## src/rtl/updn_pkg.sv

```systemverilog
package updn_pkg;

  // Counting sequence chosen at build time
  typedef enum logic {
    CNT_BINARY = 1'b0,
    CNT_DECADE = 1'b1
  } cnt_mode_e;

  // Action taken by the count register on a given clock
  typedef enum logic [1:0] {
    STEP_HOLD = 2'd0,
    STEP_INC  = 2'd1,
    STEP_DEC  = 2'd2
  } step_e;

endpackage

```

## src/rtl/updn_edge.sv

```systemverilog
// Rising-edge detection for a group of level inputs sampled by clk.
// The remembered level is reset high so a line already high at release
// is not taken as an edge.
module updn_edge #(
  parameter int N = 2
) (
  input  logic         clk,
  input  logic         rst,
  input  logic [N-1:0] lvl,
  output logic [N-1:0] rise
);

  logic [N-1:0] lvl_q;

  for (genvar i = 0; i < N; i++) begin : g_bit
    always_ff @(posedge clk) begin
      if (rst) lvl_q[i] <= 1'b1;
      else     lvl_q[i] <= lvl[i];
    end
    assign rise[i] = lvl[i] & ~lvl_q[i];
  end

endmodule

```

## src/rtl/updn_next.sv

```systemverilog
// Next-count computation; the wrap rule depends on the counting mode.
module updn_next
  import updn_pkg::*;
#(
  parameter int        WIDTH = 4,
  parameter cnt_mode_e MODE  = CNT_BINARY,
  parameter logic [WIDTH-1:0] MAXV = {WIDTH{1'b1}}
) (
  input  logic [WIDTH-1:0] cur,
  input  step_e            step,
  output logic [WIDTH-1:0] nxt
);

  localparam logic [WIDTH-1:0] ONE  = WIDTH'(1);
  localparam logic [WIDTH-1:0] ZERO = '0;

  if (MODE == CNT_DECADE) begin : g_decade
    // Any value at or above the top returns to zero when counting up
    always_comb begin
      unique case (step)
        STEP_INC: nxt = (cur >= MAXV) ? ZERO : cur + ONE;
        STEP_DEC: nxt = (cur == ZERO) ? MAXV : cur - ONE;
        default:  nxt = cur;
      endcase
    end
  end else begin : g_binary
    // Natural modulo-2^WIDTH wrap
    always_comb begin
      unique case (step)
        STEP_INC: nxt = cur + ONE;
        STEP_DEC: nxt = cur - ONE;
        default:  nxt = cur;
      endcase
    end
  end

endmodule

```

## src/rtl/updn_term.sv

```systemverilog
// Terminal-count outputs, gated by the live strobe level so that they can
// drive the next stage's strobes directly.
module updn_term #(
  parameter int WIDTH = 4,
  parameter logic [WIDTH-1:0] MAXV = {WIDTH{1'b1}}
) (
  input  logic [WIDTH-1:0] cnt,
  input  logic             up_lvl,
  input  logic             dn_lvl,
  output logic             carry_n,
  output logic             borrow_n
);

  logic at_top;
  logic at_zero;

  assign at_top   = (cnt == MAXV);
  assign at_zero  = (cnt == '0);
  assign carry_n  = ~(at_top  & ~up_lvl);
  assign borrow_n = ~(at_zero & ~dn_lvl);

endmodule

```

## src/rtl/updown_counter4.sv

```systemverilog
module updown_counter4
  import updn_pkg::*;
#(
  parameter int        WIDTH = 4,
  parameter cnt_mode_e MODE  = CNT_BINARY
) (
  input  logic             clk,
  input  logic             rst,
  input  logic             clr,
  input  logic             ld_n,
  input  logic [WIDTH-1:0] preset,
  input  logic             up_strobe,
  input  logic             dn_strobe,
  output logic [WIDTH-1:0] count,
  output logic             carry_n,
  output logic             borrow_n
);

  localparam logic [WIDTH-1:0] MAXV =
    (MODE == CNT_DECADE) ? WIDTH'(9) : {WIDTH{1'b1}};
  localparam int NSTRB = 2;
  localparam int UP_IX = 0;
  localparam int DN_IX = 1;

  logic [NSTRB-1:0] strb_lvl;
  logic [NSTRB-1:0] strb_rise;
  step_e            step;
  logic [WIDTH-1:0] cnt_q;
  logic [WIDTH-1:0] cnt_nxt;

  assign strb_lvl[UP_IX] = up_strobe;
  assign strb_lvl[DN_IX] = dn_strobe;

  updn_edge #(.N(NSTRB)) u_edge (
    .clk  (clk),
    .rst  (rst),
    .lvl  (strb_lvl),
    .rise (strb_rise)
  );

  // Clashing edges cancel
  always_comb begin
    unique case ({strb_rise[DN_IX], strb_rise[UP_IX]})
      2'b01:   step = STEP_INC;
      2'b10:   step = STEP_DEC;
      default: step = STEP_HOLD;
    endcase
  end

  updn_next #(.WIDTH(WIDTH), .MODE(MODE), .MAXV(MAXV)) u_next (
    .cur  (cnt_q),
    .step (step),
    .nxt  (cnt_nxt)
  );

  always_ff @(posedge clk) begin
    if (rst)                    cnt_q <= '0;
    else if (clr)               cnt_q <= '0;
    else if (!ld_n)             cnt_q <= preset;
    else if (step != STEP_HOLD) cnt_q <= cnt_nxt;
  end

  // Clear and load act on the output without waiting for a clock
  always_comb begin
    if (clr)        count = '0;
    else if (!ld_n) count = preset;
    else            count = cnt_q;
  end

  updn_term #(.WIDTH(WIDTH), .MAXV(MAXV)) u_term (
    .cnt      (count),
    .up_lvl   (up_strobe),
    .dn_lvl   (dn_strobe),
    .carry_n  (carry_n),
    .borrow_n (borrow_n)
  );

endmodule

```

## config.mk

```make
export PLATFORM = sky130hd
export DESIGN_NAME = updown_counter4
export DESIGN_NICKNAME = d
export VERILOG_FILES = /design/src/rtl/updn_pkg.sv /design/src/rtl/updn_edge.sv /design/src/rtl/updn_next.sv /design/src/rtl/updn_term.sv /design/src/rtl/updown_counter4.sv
export SDC_FILE = /design/constraint.sdc
export NUM_CORES = 1
export LEC_CHECK = 0
export BUFFER_PORTS_ARGS = -buffer_cell sky130_fd_sc_hd__buf_2
export CAP_MARGIN = 20
export CORE_AREA = 2 2 39 41
export CTS_CLUSTER_DIAMETER = 80
export DETAILED_ROUTE_END_ITERATION = 10
export DIE_AREA = 0 0 41 43
export PLACE_DENSITY = 0.75
export SLEW_MARGIN = 20
export SYNTH_ARGS = -nofsm -noshare
export SYNTH_HDL_FRONTEND = slang
export SYNTH_SLANG_ARGS = --single-unit
```

## constraint.sdc

```tcl
create_clock -name clk -period 1.58 [get_ports clk]
set_input_delay 0.158 -clock clk [delete_from_list [all_inputs] [get_ports clk]]
set_output_delay 0.158 -clock clk [all_outputs]
set_load 0.05 [all_outputs]
```

; ---- Word level (Yosys, flattened, before mapping)
; Index checks and enable logic that the tools add are counted.
[op_classes]
reduce_logical = 4
bitwise_logic = 10
n_addsub = 2
eq_ne = 7
n_mux = 6
[op_table]
columns = operator, count
row1 = $mux W4, 4
row2 = $pmux W4 S2, 1
row3 = $not A1 Y1, 6
row4 = $add A4 B1 Y4 const B, 1
row5 = $and A1 B1 Y1, 4
row6 = $eq A2 B1 Y1 const B, 2
row7 = $eq A2 B2 Y1 const B, 2
row8 = $eq A4 B4 Y1 const B, 1
row9 = $logic_not A4 Y1, 1
row10 = $pmux W2 S2, 1
row11 = $sub A4 B1 Y4 const B, 1
row12 = $ne A3 B1 Y1 const B, 1
row13 = $ne A2 B1 Y1 const B, 1
row14 = $reduce_and A2 Y1, 1
row15 = $reduce_bool A2 Y1, 1
row16 = $reduce_or A2 Y1, 1
[totals]
input_bits = 10
elab_cells = 32
output_inout_bits = 6
regBits = 6

; ---- Longest topological paths before layout
; Gate-level depths: netlist of the first run.
[logic_depth]
word_depth = 8
ltp_mapped = 10
depth_no_buf = 9

; ---- By module
; A second synthesis of the first run with hierarchy kept.
[unflattened]
cells_unflattened = 60
hier_area_um2 = 539.3
[by_module_without_submodules]
columns = mod, cells_each, seq_area_each_um2, n_inst, area_each_um2
row1 = updown_counter4, 30, 80.1, 1, 290.3
row2 = updn_next, 19, 0.0, 1, 158.9
row3 = updn_edge, 6, 40.0, 1, 65.1
row4 = updn_term, 5, 0.0, 1, 25.0

; ---- Least setup slack after synthesis of the first run
; No wires, ideal clock.
[synth_path]
kind = register -> output
from = register cnt_q[0]
to = output carry_n
path_buffers = 0
path_slack_ps = -371
arrival_ps = 1793
path_stages_with_launch = 4
required_ps = 1422
path_cell_list = dfxtp_1 -> mux2i_1 -> nor2_1 -> nand3b_1
[synth_via]
elab_chain_cells = 5
[synth_rtl]
columns = item, line
row1 = "start, declared", updown_counter4.sv:28  ; logic [WIDTH-1:0] cnt_q;
row2 = "start signal, assigned", updown_counter4.sv:59  ; else if (!ld_n) cnt_q <= preset;
row3 = "start signal, assigned", updown_counter4.sv:60  ; else if (step != STEP_HOLD) cnt_q <= cnt_nxt;
row4 = $mux W4, updown_counter4.sv:66  ; else if (!ld_n) count = preset;
row5 = $mux W4, updown_counter4.sv:65  ; if (clr) count = '0;
row6 = net count[0], updown_counter4.sv:14  ; output logic [WIDTH-1:0] count,
row7 = $eq A4 B4 Y1, updn_term.sv:17  ; assign at_top = (cnt == MAXV);
row8 = $and A1 B1 Y1, updn_term.sv:19  ; assign carry_n = ~(at_top & ~up_lvl);
row9 = $not A1 Y1, updn_term.sv:19
row10 = "end, declared", updown_counter4.sv:15  ; output logic carry_n,
; The timed path passes the listed nets, and every way through them passes these cells.

; ---- Final worst setup path of the first run
[layout_path]
from = register u_edge.lvl_q[1]
to = register cnt_q[2]
[layout_via]
elab_chain_cells = 8
[layout_rtl]
columns = item, line
row1 = "start, declared", updn_edge.sv:13  ; logic [N-1:0] lvl_q;
row2 = "start signal, assigned by index", updn_edge.sv:18  ; else lvl_q[i] <= lvl[i];
row3 = $not A1 Y1 (*), updn_edge.sv:20  ; assign rise[i] = lvl[i] & ~lvl_q[i];
row4 = $and A1 B1 Y1 (*), updn_edge.sv:20
row5 = $eq A2 B2 Y1 / $eq A2 B1 Y1 (equally long branches), updown_counter4.sv:43  ; unique case ({strb_rise[DN_IX], strb_rise[UP_IX]})
row6 = $pmux W2 S2 (*), updown_counter4.sv:43
row7 = $eq A2 B2 Y1 / $eq A2 B1 Y1 (equally long branches), updn_next.sv:29  ; unique case (step)
row8 = $pmux W4 S2, updn_next.sv:29
row9 = $mux W4, updown_counter4.sv:60
row10 = $mux W4, updown_counter4.sv:59
; Every way passes the cells marked *; elsewhere a longest branch is shown, timed or not. The select of a mux whose other input is x is not followed.
; A chain may end at the register's enable or synchronous reset.

==> key figures, run 1 <==
STA
  • Worst-case headroom to the max-slew limit: 82.6%
  • Final critical-path required period: 1.64 ns
  • Number of endpoints failing setup at the final stage: 2
  • Final-report max-slew violation count: 0
  • Final setup slack of the worst path: -0.0606 ns
  • Count of final hold-check violations: 0
  • Pin slew with the least headroom to its limit: 0.254 ns
  • Maximum operating frequency: 610 MHz
  • RSZ-0062 raised after global routing: true
  • Post-route clock skew: 0.00656 ns
  • Final critical-path share of the clock period: 104%

Global routing
  • GR met3 Demand/Resource: 4.71%
  • Remaining global-route overflow: 0
  • Grt met2 use: 25.0%
  • Wire length of the first global-routing pass: 2040 um
  • Vias in the first global route: 494
  • Most crowded layer after global routing: met2
  • Maximum number of pins on one net before global-route repair: 14
  • Overall routing resource usage: 17.6%
  • Antenna violations before repair: 0
  • Met1 GRT Util: 20.3%

Routing
  • Antenna Violating Nets Remaining: 0
  • Via total after detailed routing: 555
  • Detailed-route wire length: 1340 um
  • Starting DRC count in detailed routing: 15
  • Drt first pass iters: 4
  • Routed WL per cell: 13.2 um
  • Ratio of routed vias to standard cells: 5.44
  • Count of unresolved DRC violations after routing: 0

Worst setup path
  • Worst Reg2Reg Path Length in Cells: 9
  • Worst EP required: 1.74 ns
  • Bufs and invs on worst path: 1
  • Highest-delay cell along the critical path: sky130_fd_sc_hd__dfxtp_1
  • Worst-path maximum fanout: 3
  • Cell-by-cell trace of the critical path: nand2b_4 > inv_4 > ha_4 > xor2_2 > ha_2 > a21oi_2 > xnor2_1 > a21oi_1 > nor3_1
  • Data arrival time of the critical path: 1.80 ns
  • Startpoint class of the critical path: flip-flop
  • Largest delay contributor family on the critical path: adder cells
  • Category of the most critical setup path: reg2reg
  • Kind of capture point of the worst setup path: flip-flop
  • Reg-to-reg setup timing slack: -0.06 ns
  • Launch instance of the worst register-to-register path: u_edge.lvl_q[1]$_SDFF_PP1_
  • Critical register-to-register path endpoint: cnt_q[2]$_SDFFE_PP0P_
  • Worst stage delay on the critical path: 0.30 ns

Finish
  • Diodes inserted: 0
  • NumNets Final: 102
  • Filler instances: 124
  • Area grow syn2layout: 43.0%
  • Fraction of final layout cells with drive strength greater than 1: 53.5%
  • Design Area, Final: 766 um2
  • Final design utilization: 55.3%

Synth
  • Ys flop type: sky130_fd_sc_hd__dfxtp_1
  • Number of library cell types mapped by synthesis: 28
  • Gate count of the mapped netlist: 66
  • Async S/R FF share, synth: 0%
  • Synth Cell Area: 536 um2
  • Number of synthesized register bits: 6
  • Count of flip-flops with a built-in enable after synthesis: 0
  • Number of nets in the synthesized netlist: 80
  • Synth Area per Inst: 8.11 um2
  • Yosys synthesis warning count: 0
  • Sequential fraction of the synthesis area: 22.4%

Floorplanning
  • Die height: 43 um
  • Std-Cell Core Area: 0.00138 mm2
  • Die width: 41 um
  • Die Area: 0.00176 mm2
  • Effective utilization at floorplan: 38.7%
  • IO Count: 16
  • Core Rows: 14

Placed design
  • Routability congestion estimate: 0.825
  • Sum of net half-perimeters after detailed placement: 956 um
  • Total of buffers placed on input and output ports: 15
  • Placed inst area: 681 um2

Min path
  • Path class of the lowest-slack min-delay path: in2reg
  • Launch point of the worst hold path: rst
  • Worst Hold Path Cells: 2
  • Worst Hold Path EP: cnt_q[0]$_SDFFE_PP0P_

Power
  • Peak supply drop: 0.000380 V
  • Lkg Pwr: 0.000331 uW
  • Power per cell area: 601 mW/mm2

Clocking
  • Largest buffer count on any clock path: 2
  • H-tree lvl count: 1
  • Clock insertion delay at the later pin of the skew report: 0.25 ns
  • Number of buffers inserted during clock tree synthesis: 3
  • Hold Buf Count CTS: 0
  • CTS Root Cell: sky130_fd_sc_hd__clkbuf_4
  • Register clock-pin slew on the reported worst setup and hold paths: 0.05 ns
  • TritonCTS clock tree: built
  • Clock net sink count: 6

Outcome
  • Violated checks: setup timing
  • Status: finished, violations left

Flow run
  • Max Cap Violations: 0
sequential cells by signal, indices dropped and copies added (netlist names):
name,count
u_edge.lvl_q,2
cnt_q,4
metrics by stage:
stage | setup TNS, ns | power, uW | cells | hold WS, ns | setup WS, ns
global placement | 0 | 298 | 97 | 0.377 | 0.0228
CTS | -0.0312 | 450 | 101 | 0.119 | -0.0309
global route | -0.225 | 488 | 102 | 0.125 | -0.115
finish | -0.102 | 461 | 102 | 0.113 | -0.0606
detailed placement | -0.0211 | 301 | 97 | 0.379 | -0.0211
floorplan | -0.00394 | 260 | 66 | 0.227 | -0.00394
logic make-up after synthesis:
family / count (synthesis) / synth area share, %
flops: 6 / 22.4
compound gates: 15 / 19.4
buf+inv: 7 / 7.01
simple gates: 29 / 33.2
mux: 2 / 3.74
fa+ha+maj: 4 / 9.35
xor+xnor: 3 / 4.91
worst register-to-register path, delay by kind of cell, from the launching register on:
kind            cells  cell delay (ns)
compound gates      2             0.24
xor+xnor            2             0.31
fa+ha+maj           2             0.34
buf+inv             1             0.04
flops               1             0.30
simple gates        2             0.33
layout make-up:
cell class                 instances  area (um2)  area share [%]
multi-input combinational         53         460            60.1
timing repair buffer              21         126            16.5
sequential                         6         123            16.0
clock buffer                       3        22.5            2.94
tap                               16        20.0            2.61
inverter                           3        13.8            1.80
cell usage in the layout (no fill, tap or decap), types with 2 or more instances in the layout:
cell and count:
sky130_fd_sc_hd__buf_2 14, sky130_fd_sc_hd__buf_4 6, sky130_fd_sc_hd__nand2_1 5, sky130_fd_sc_hd__o21ai_0 5
sky130_fd_sc_hd__a21oi_1 4, sky130_fd_sc_hd__dfxtp_1 4, sky130_fd_sc_hd__nand2b_4 3, sky130_fd_sc_hd__nor2_1 3
sky130_fd_sc_hd__nor3b_2 3, sky130_fd_sc_hd__clkbuf_4 3, sky130_fd_sc_hd__mux2i_1 2, sky130_fd_sc_hd__nand2b_1 2
sky130_fd_sc_hd__inv_1 2, sky130_fd_sc_hd__nor3_1 2, sky130_fd_sc_hd__or2_2 2, sky130_fd_sc_hd__nand4b_1 2
sky130_fd_sc_hd__ha_2 2, sky130_fd_sc_hd__dfxtp_2 2
worst max path at each step:
stage	depth (start not counted)	endpoint	slack [ns]	from
finish	9	cnt_q[2]$_SDFFE_PP0P_	-0.06	u_edge.lvl_q[1]$_SDFF_PP1_
floorplan	10	cnt_q[2]$_SDFFE_PP0P_	-0.004	u_edge.lvl_q[1]$_SDFF_PP1_
global route	5	borrow_n	-0.12	cnt_q[2]$_SDFFE_PP0P_
global placement	9	cnt_q[2]$_SDFFE_PP0P_	0.02	u_edge.lvl_q[1]$_SDFF_PP1_
CTS	5	borrow_n	-0.03	cnt_q[2]$_SDFFE_PP0P_
detailed placement	9	cnt_q[2]$_SDFFE_PP0P_	-0.02	u_edge.lvl_q[1]$_SDFF_PP1_
metal layers:
metal	share of wire [%]	vias up
met5	0	-
met4	3.8	0
met3	3.1	4
met2	52	18
met1	41	258
li1	-	275
report_power, final:
part / total [uW] / switching [uW] / leakage [uW] / internal [uW]
clock: 145 / 59.2 / 0.0000138 / 86.2
sequential: 168 / 8.01 / 0.0000503 / 160
combinational: 148 / 84.8 / 0.000267 / 62.7
total: 461 / 152 / 0.000331 / 309
Yosys cell counts (all sizes together) (2+ instances only):
library cell  n  area share [%]
xnor2         2             3.3
dfxtp         6              22
a21oi         5             4.7
nand4b        2             3.3
o21ai         5             4.7
ha            4             9.3
nand2         5             3.5
buf           4             4.9
nor2          4             2.8
or2           2             2.3
inv           3             2.1
nor3          3             2.8
nor3b         3             6.1
mux2i         2             3.7
nand2b        5             5.8
what timing repair did:
item                       CTS  global route
pin swaps                    4             3
buffers inserted             1             1
gates resized for setup      4             7
setup endpoints to repair    2             5
Note: power is estimated with default switching activity, not from simulation.
==> inputs of run 2 (changes only) <==
--- a/config.mk
+++ b/config.mk
@@ -11,8 +11,9 @@
 export CTS_CLUSTER_DIAMETER = 80
 export DETAILED_ROUTE_END_ITERATION = 10
 export DIE_AREA = 0 0 41 43
-export PLACE_DENSITY = 0.75
+export PLACE_DENSITY = 0.76
 export SLEW_MARGIN = 20
 export SYNTH_ARGS = -nofsm -noshare
 export SYNTH_HDL_FRONTEND = slang
+export SYNTH_HIERARCHICAL = 1
 export SYNTH_SLANG_ARGS = --single-unit
==> run 2 against run 1 <==
Effect of this change:
- the run still ends with setup timing left
- global-route usage grew 1.9 points
- clock-buffer cell count is the same
- worst hold slack gained 0.063 ns
- fmax shrank 27%
- synthesized cell count shrank 9.1%
- register-to-register slack lost 0.62 ns
- design area grew 24%
- highest routed layer unchanged
- via count grew 1.8%
- sequential share of layout area shrank 2.6 points
- synthesized area grew 0.70%
==> key figures, run 2 <==
Synth
  • Number of library cell types mapped by synthesis: 21 (-25%)
  • Ys flop type: sky130_fd_sc_hd__dfxtp_1
  • Async S/R FF share, synth: 0% (unchanged)
  • Number of synthesized register bits: 6 (unchanged)
  • Most frequently used cell type in the post-synthesis netlist: sky130_fd_sc_hd__nor2_1
  • Library cell occupying the most area in the post-synthesis netlist: sky130_fd_sc_hd__dfxtp_1
  • Synth Area per Inst: 8.99 um2 (+11%)
  • Synth Cell Area: 539 um2 (+0.70%)
  • Yosys synthesis warning count: 6 (+6)
  • Sequential fraction of the synthesis area: 22.3% (-0.16 points)
  • Top post-synthesis cells by area: sky130_fd_sc_hd__dfxtp_1 (22%), sky130_fd_sc_hd__mux2i_1 (15%), sky130_fd_sc_hd__ha_1 (12%), sky130_fd_sc_hd__nor2_1 (7.0%), sky130_fd_sc_hd__xor2_1 (6.5%)
  • Leading cell types by count after synthesis: sky130_fd_sc_hd__nor2_1 (10), sky130_fd_sc_hd__mux2i_1 (8), sky130_fd_sc_hd__dfxtp_1 (6), sky130_fd_sc_hd__ha_1 (5), sky130_fd_sc_hd__nor2b_1 (5)
  • Synth top area share: 22.3% (-0.16 points)
  • Count of flip-flops with a built-in enable after synthesis: 0 (unchanged)
  • Number of nets in the synthesized netlist: 75 (-6.3%)
  • Gate count of the mapped netlist: 60 (-9.1%)

Finish
  • Number of flip-flops under the largest register name: 4 (unchanged)
  • Top flop regs: cnt_q (4), u_edge/lvl_q (2)
  • Most common cell after layout, fill and taps aside: sky130_fd_sc_hd__buf_2
  • Diodes inserted: 0 (unchanged)
  • Commonest cells after routing, fill and taps aside: sky130_fd_sc_hd__buf_2 (13), sky130_fd_sc_hd__buf_4 (8), sky130_fd_sc_hd__nor2_1 (6), sky130_fd_sc_hd__buf_6 (5)
  • Area grow syn2layout: 76.1%
  • Count of non-filler cells in the finished layout: 104 (+2.0%)
  • Filler instances: 100 (-19%)
  • Largest register by flop count: cnt_q
  • Fraction of final layout cells with drive strength greater than 1: 70.5% (+17 points)
  • NumNets Final: 105 (+2.9%)

STA
  • Maximum operating frequency: 442 MHz (-27%)
  • RSZ-0062 raised after global routing: true
  • Number of endpoints failing setup at the final stage: 4 (+2)
  • Final setup slack of the worst path: -0.682 ns (-0.621 ns)
  • Final-report max-slew violation count: 0 (unchanged)
  • Total Negative Setup Slacks: -1.86 ns (-1.76 ns)
  • Final critical-path share of the clock period: 143% (+39 points)
  • Pin slew with the least headroom to its limit: 0.372 ns (+0.118 ns)
  • Count of final hold-check violations: 0 (unchanged)
  • Post-route clock skew: 0.00454 ns (-0.00202 ns)
  • Worst-case headroom to the max-slew limit: 75.2% (-7.4 points)
  • Final critical-path required period: 2.26 ns (+0.621 ns)

Global routing
  • Wire length of the first global-routing pass: 2240 um (+9.5%)
  • Vias in the first global route: 557 (+13%)
  • Overall routing resource usage: 19.5% (+1.9 points)
  • Maximum number of pins on one net before global-route repair: 13 (-1)
  • Remaining global-route overflow: 0 (unchanged)
  • Antenna violations before repair: 0 (unchanged)

Routing
  • Starting DRC count in detailed routing: 9 (-6)
  • Ratio of routed vias to standard cells: 5.43 (-0.16%)
  • Count of unresolved DRC violations after routing: 0 (unchanged)
  • Via total after detailed routing: 565 (+1.8%)
  • Routed WL per cell: 15.1 um (+14%)
  • Detailed-route wire length: 1570 um (+17%)
  • Drt first pass iters: 4 (unchanged)
  • Antenna Violating Nets Remaining: 0 (unchanged)

Placed design
  • Routability congestion estimate: 0.661 (-20%)
  • Placed Instances: 97 (unchanged)
  • Post-Place Worst Slack: -0.729 ns (-0.707 ns)
  • Sum of net half-perimeters after detailed placement: 1010 um (+5.6%)
  • Total of buffers placed on input and output ports: 15 (unchanged)

Power
  • Register share of total power: 31.1% (-5.3 points)
  • Combinational cell fraction of total power: 41.9% (+9.9 points)
  • NetSw: 185 uW (+22%)
  • Internal power summed over all cells: 352 uW (+14%)
  • Clock power frac: 27.0% (-4.6 points)
  • Power per cell area: 566 mW/mm2 (-5.9%)
  • Lkg Pwr: 0.000403 uW (+22%)
  • Peak supply drop: 0.000503 V (+32%)
  • Sw frac: 34.5% (+1.5 points)

Worst setup path
  • Category of the most critical setup path: reg2reg
  • Kind of capture point of the worst setup path: flip-flop
  • Worst-path maximum fanout: 2 (-1)
  • Worst EP required: 1.71 ns (-0.03 ns)
  • Startpoint class of the critical path: flip-flop
  • Data arrival time of the critical path: 2.39 ns (+0.59 ns)

Clocking
  • Largest buffer count on any clock path: 2 (unchanged)
  • Hold Buf Count CTS: 0 (unchanged)
  • Clock net sink count: 6 (unchanged)
  • H-tree lvl count: 1 (unchanged)
  • Register clock-pin slew on the reported worst setup and hold paths: 0.05 ns (about the same)
  • TritonCTS clock tree: built
  • CTS Root Cell: sky130_fd_sc_hd__clkbuf_4
  • Number of buffers inserted during clock tree synthesis: 3 (unchanged)
  • Clock insertion delay at the later pin of the skew report: 0.24 ns (about the same)

Floorplanning
  • Core Rows: 14 (unchanged)
  • Die Area: 0.00176 mm2 (unchanged)
  • Effective utilization at floorplan: 39.0% (+0.27 points)
  • Std-Cell Core Area: 0.00138 mm2 (unchanged)
  • Die height: 43 um (unchanged)
  • IO Count: 16 (unchanged)
  • Die width: 41 um (unchanged)

Outcome
  • Violated checks: setup timing
  • Status: finished, violations left

Flow run
  • Max Cap Violations: 0 (unchanged)

Min path
  • Path class of the lowest-slack min-delay path: in2reg
[run 2: cell types whose count changed after synthesis, sizes merged, moves of 4 or more]
cell / change
mux2i: +6
nor2: +6
nand2b: -5
nor2b: +5
o21ai: -5
nand2: -4
[run 2: path summary, 6_finish.rpt]
| check | from | endpoint | slack, ns | cells past startpoint |
|---|---|---|---|---|
| worst max-delay path | u_edge/lvl_q[1]$_SDFF_PP1_ | cnt_q[3]$_SDFFE_PP0P_ | -0.68 | 11 |
| worst min-delay path | rst | cnt_q[1]$_SDFFE_PP0P_ | 0.18 | 2 |
| worst max register to register | u_edge/lvl_q[1]$_SDFF_PP1_ | cnt_q[3]$_SDFFE_PP0P_ | -0.68 | 11 |
| worst min register to register | cnt_q[3]$_SDFFE_PP0P_ | cnt_q[3]$_SDFFE_PP0P_ | 0.61 | 2 |
[run 2: kinds of logic (layout without fill, tap and decap cells)]
| logic type | after synthesis | in the layout | synth area share [%] |
|---|---|---|---|
| AOI/OAI and AO/OA | 8 | 8 | 14.4 |
| xor gates and xnor gates | 5 | 5 | 8.12 |
| adders and majority gates | 5 | 5 | 11.6 |
| buffers and inverters | 5 | 33 | 6.26 |
| DFF | 6 | 6 | 22.3 |
| muxes | 9 | 9 | 16.9 |
| and+or+nand+nor | 22 | 22 | 20.4 |
[run 2: layer usage]
layer	share of wire, %	wire (um)	vias to the layer above	global-route usage (%)
li1	-	-	269	-
met1	37	577	263	18.4
met2	56	873	25	35.3
met3	3.8	59	8	1.57
met4	3.6	57	0	14.0
met5	0	0	-	0
[run 2: critical path, cell delays in order (launching register included)]
cell and delay, ns:
sky130_fd_sc_hd__dfxtp_2 0.32, sky130_fd_sc_hd__nor2b_4 0.13, sky130_fd_sc_hd__inv_2 0.04, sky130_fd_sc_hd__ha_2 0.17, sky130_fd_sc_hd__inv_2 0.08, sky130_fd_sc_hd__buf_6 0.10
sky130_fd_sc_hd__ha_4 0.19, sky130_fd_sc_hd__or3_4 0.36, sky130_fd_sc_hd__o32ai_2 0.17, sky130_fd_sc_hd__xor2_1 0.17, sky130_fd_sc_hd__mux2i_1 0.08, sky130_fd_sc_hd__a2111oi_1 0.32
[run 2: what timing repair did]
action	4_1_cts	5_1_grt
buffers inserted	3	1
resized for setup	15	15
cloned	0	0
pin swaps	7	12
setup endpoints to repair	6	6
[run 2: per-stage QoR]
stage               hold slack, ns  power [uW]  utilization, %  cell area [um2]
floorplan                    0.227         289               -              623
global placement             0.411         332            54.6              756
detailed placement           0.413         338            54.6              756
CTS                          0.167         512            62.8              870
global route                 0.180         565            68.6              950
finish                       0.176         538            68.6              950
[run 2: area by class of cell]
class                           instances  area [um2]  area share, %
Sequential cell                         6         128           13.4
Inverter                                3        11.3           1.19
Tap cell                               16        20.0           2.11
Clock buffer                            3        22.5           2.37
Multi-Input combinational cell         49         567           59.7
Timing Repair Buffer                   27         201           21.2
[run 2: power groups by stage]
stage	registers, uW	clock network (uW)	logic (uW)
final	167	145	225
after global routing	168	157	240
after CTS	167	147	197
after detailed placement	169	0	169
after global placement	168	0	164
after floorplan	169	0	119
